## config.mk

```make
export PLATFORM = sky130hd
export DESIGN_NAME = sbus_master
export DESIGN_NICKNAME = d
export VERILOG_FILES = /design/src/rtl/sbus_master.sv
export SDC_FILE = /design/constraint.sdc
export NUM_CORES = 1
export LEC_CHECK = 0
export BUFFER_PORTS_ARGS = -buffer_cell sky130_fd_sc_hd__buf_2
export CAP_MARGIN = 20
export CORE_MARGIN = 5
export CORE_UTILIZATION = 45
export DETAILED_ROUTE_END_ITERATION = 8
export GPL_TIMING_DRIVEN = 0
export PLACE_DENSITY_LB_ADDON = 0.2
export SYNTH_ARGS = -nofsm -noshare
export SYNTH_HDL_FRONTEND = slang
export SYNTH_SLANG_ARGS = --single-unit
```

## constraint.sdc

```tcl
create_clock -name clk -period 1.9 [get_ports clk]
set_input_delay 0.095 -clock clk [delete_from_list [all_inputs] [get_ports clk]]
set_output_delay 0.095 -clock clk [all_outputs]
set_load 0.01 [all_outputs]
```

## src/rtl/sbus_master.sv

```systemverilog
module sbus_master #(
  parameter int AW = 32,
  parameter int DW = 32
) (
  input  logic            clk,
  input  logic            rst_n,
  input  logic            req_load,
  input  logic            req_store,
  input  logic [AW-1:0]   req_addr,
  input  logic [DW-1:0]   req_wdata,
  input  logic [DW/8-1:0] req_be,
  output logic            core_idle,
  output logic            core_done,
  output logic [DW-1:0]   core_rdata,
  output logic [AW-1:0]   bus_addr,
  output logic [DW-1:0]   bus_wdata,
  output logic            bus_rstrb,
  output logic [DW/8-1:0] bus_wmask,
  input  logic [DW-1:0]   bus_rdata,
  input  logic            bus_rbusy,
  input  logic            bus_wbusy
);
  localparam int NB = DW / 8;

  typedef enum logic [1:0] {S_IDLE, S_PULSE, S_WAIT} state_t;

  state_t          state;
  logic            is_rd;
  logic [NB-1:0]   be_q;
  logic [AW-1:0]   addr_q;
  logic [DW-1:0]   wdata_q;
  logic [DW-1:0]   rdata_q;
  logic            done_q;

  logic take_rd, take_wr, busy_now;

  assign core_idle = (state == S_IDLE);
  assign take_rd   = core_idle && req_load;
  assign take_wr   = core_idle && !req_load && req_store && (|req_be);
  assign busy_now  = is_rd ? bus_rbusy : bus_wbusy;

  always_ff @(posedge clk) begin
    if (!rst_n) begin
      state   <= S_IDLE;
      is_rd   <= 1'b0;
      be_q    <= '0;
      addr_q  <= '0;
      wdata_q <= '0;
      rdata_q <= '0;
      done_q  <= 1'b0;
    end else begin
      done_q <= 1'b0;
      unique case (state)
        S_IDLE: if (take_rd || take_wr) begin
          state   <= S_PULSE;
          is_rd   <= take_rd;
          be_q    <= take_rd ? '0 : req_be;
          addr_q  <= req_addr;
          wdata_q <= req_wdata;
        end
        S_PULSE: state <= S_WAIT;
        S_WAIT: if (!busy_now) begin
          state  <= S_IDLE;
          done_q <= 1'b1;
          if (is_rd) rdata_q <= bus_rdata;
        end
        default: state <= S_IDLE;
      endcase
    end
  end

  assign bus_addr   = addr_q;
  assign bus_wdata  = wdata_q;
  assign bus_rstrb  = (state == S_PULSE) && is_rd;
  assign bus_wmask  = (state == S_PULSE && !is_rd) ? be_q : '0;
  assign core_done  = done_q;
  assign core_rdata = rdata_q;
endmodule

```

==> key figures <==
Critical path
  – Reg2reg path depth: 5
  – Crit end category: flip-flop
  – Startpoint types: input pin
  – Slowest CP cell: dlygate4sd3_1
  – Critical path depth: 7
  – Worst EP arrival: around 2.0 ns
  – Critical path class: in2reg
  – Sum of buffers and inverters on the critical path: 4
  – Critical Path RT: 2.17 ns
  – Crit-path most repeated cell: buf_6
  – CP Max Fanout: 10
  – CP cell instances: dlygate4sd3_1, buf_2, nor4_4, o21a_1, buf_6, buf_6, mux2i_1
  – Slowest cell delay on critical path: 0.53 ns
  – CP delay by family, top: buffers and inverters

Floorplanning
  – Io pins: 209
  – Die area: 0.0111 mm²
  – Row count: 34
  – Initial Utilization: 46.4%
  – Die Y: 105 µm
  – DIE WIDTH: 105 µm
  – Core outline area: between 0.008 and 0.009 mm²

Finish
  – Fin nets: 882
  – Share of layout cells above drive strength 1: 30.0%
  – Util after Layout: 73.3%
  – Area growth, synth to finish: 57.9%
  – Fill count: 658
  – Area of the multi-input gates: ~0.0018 mm²
  – Register Area: 0.00208 mm²

Logic synthesis
  – Synth warn: 0
  – Top cells by area, synth: dfxtp_1 (51%), nand2_1 (18%), mux2i_1 (16%), a21boi_0 (6.2%), clkbuf_1 (2.1%)
  – Seq/Total Area, Yosys: 50.9%
  – Syn Nets: 568
  – Synthesized flop and latch total: ~100
  – Share of the synthesized area in the top cell type: 50.9%
  – Synth Instances: about 460
  – Average size of a mapped cell: 8.85 µm²
  – Syn Std Cell Area: 0.00409 mm²
  – Distinct cells, synth: 21
  – Synth area leader: dfxtp_1

Timing
  – TNS Setup: 0 ns
  – RSZ-0062 raised after global routing: no
  – Hold Fails Final Rpt: 0
  – Clk_skew: about 0.013 ns
  – Worst-Margin Slew: about 0.59 ns
  – Peak Freq: 0.588 GHz
  – Number of setup violations in the final report: 0
  – Max-Slew Margin vs Limit: 60.3%
  – Max Slew Vio Count: 0
  – Minimum clock period: 1.70 ns
  – Tcrit/Tclk final: 89.5%

Clocking
  – Clk_lat worst skew: 0.35 ns
  – CTS buffer count: 9
  – H-tree Lvls: 3
  – Worst-path clk slew: ~0.1 ns
  – Postcts setup bufs: 0
  – CTS tree: built
  – Clk sinks: 104
  – Root buffer cell: clkbuf_8
  – Clk buf depth: 2

Routing
  – Routed via count: around 4,200
  – DR DRC count: 0
  – First-pass DRT Iterations: 4
  – DR iter-0 viols: 148
  – Vias per cell: 4.78
  – Wire per inst: 14.8 µm
  – DRT Wirelength: 13,100 µm
  – Antenna viol nets, final: 0

Global routing
  – Met1 GRT Util: 24.4%
  – Initial antenna violation count: 1
  – Met3 Use GR: 6.05%
  – Vias in the first global route: 4,443
  – Total Routing Usage GR: 23.0%
  – Met2 Usage GRT: 42.0%
  – Grt peak-use layer: met2
  – Largest net degree at the start of global routing: 16
  – Global-route wire length before repair: 21,100 µm
  – GRT overflow: 0

Power and ir drop
  – Peak VDD IR: 0.554 mV
  – Leakage power: a little over 3 nW
  – P per Cell Area: 803 mW/mm²

Worst hold path
  – Worst Hold Class: in2reg
  – Hold path cells: 3

Placement
  – Port Buffers: 207
  – Gp weighted congestion: 0.748
  – DP HPWL: 8580 µm

Flow run
  – Maximum Capacitance Violations: 0

Run status
  – Status: finished, final reports clean
==> worst paths after layout <==
check | slack [ns] | end | start
min | 0.006 | bus_wdata[11] | req_wdata[11]
max | 0.20 | bus_wdata[14] | req_be[2]
max reg2reg | 0.25 | bus_wdata[14] | state[1]
min reg2reg | 0.46 | bus_addr[14] | bus_addr[14]
==> tightest hold or removal path: stages <==
cell and delay, ns:
buf_2 0.10, nand2_1 0.04, mux2i_1 0.06
==> per-stage QoR <==
stage          hold WS [ns]  cell area [µm²]  total power (W)  setup slack, ns  instances
2_1_floorplan         0.231             4090          0.00309            0.422        462
3_3_place_gp          0.338             5260          0.00347            0.282        777
3_5_place_dp          0.344             5260          0.00349            0.264        777
4_1_cts             0.00533             6440          0.00519           0.0839        887
5_1_grt              0.0146             6450          0.00541           0.0792        888
6_report            0.00620             6450          0.00518            0.200        888
==> cell families after synthesis <==
kind of cell / Yosys count / synth area share [%]
flops: 104 / 50.9
compound gates: 44 / 7.53
simple gates: 215 / 21.3
mux: 65 / 15.9
buf+inv: 34 / 4.35
==> repair_timing <==
item                                    in CTS  in global routing
resized for setup                            0                  1
endpoints found under the hold margin       96                  0
hold buffers                                96                  0
endpoints found under the setup margin       0                  6
==> report_power, final <==
group / leakage (nW) / switching, W / total (W) / internal (W)
Clock: 0.112 / 0.000707 / 0.00157 / 0.000860
Combinational: 2.14 / 0.000549 / 0.00114 / 0.000595
Sequential: 0.853 / 0.000105 / 0.00247 / 0.00236
==> registers in the layout, indices dropped and copies added (netlist names) <==
name,count
bus_wdata,32
core_rdata,32
be_q,4
is_rd,1
bus_addr,32
state,2
core_done,1
==> metal layers <==
metal / share of wire [%] / up-vias
met4: 3.7 / 0
met5: 0 / -
met2: 51 / 159
met1: 39 / 1926
met3: 6.9 / 42
li1: - / 2115
==> synth_stat cells <==
cell / number
nand2_1: 198
dfxtp_1: 104
mux2i_1: 65
a21boi_0: 34
clkbuf_1: 23
buf_6: 6
o21ai_0: 5
a21oi_1: 4
and2_1: 4
buf_2: 4
nor2_1: 4
or3b_2: 2
and4b_1: 1
inv_1: 1
nand2b_1: 1
nand4bb_1: 1
nor3b_1: 1
nor4_2: 1
nor4bb_1: 1
o21a_1: 1
or3b_4: 1
==> layout by cell type, fill, tap and decap left out, drive strengths merged, types with 3 or more instances in the layout <==
cell type,n
a21boi,34
a21oi,4
and2,4
buf,217
bufinv,3
clkbuf,33
dfxtp,104
dlygate4sd3,96
mux2i,65
nand2,198
nor2,4
o21ai,5
or3b,3
==> final cells by class <==
cell class	instances	share of cell area, %
Antenna cell	1	0.0388
Timing Repair Buffer	303	30.9
Clock buffer	10	1.98
Multi-Input combinational cell	324	28.5
Sequential cell	104	32.3
Tap cell	108	2.09
Clock inverter	4	1.47
Buffer	33	2.69
Inverter	1	0.0582
Power figures use the tool's default switching activity.
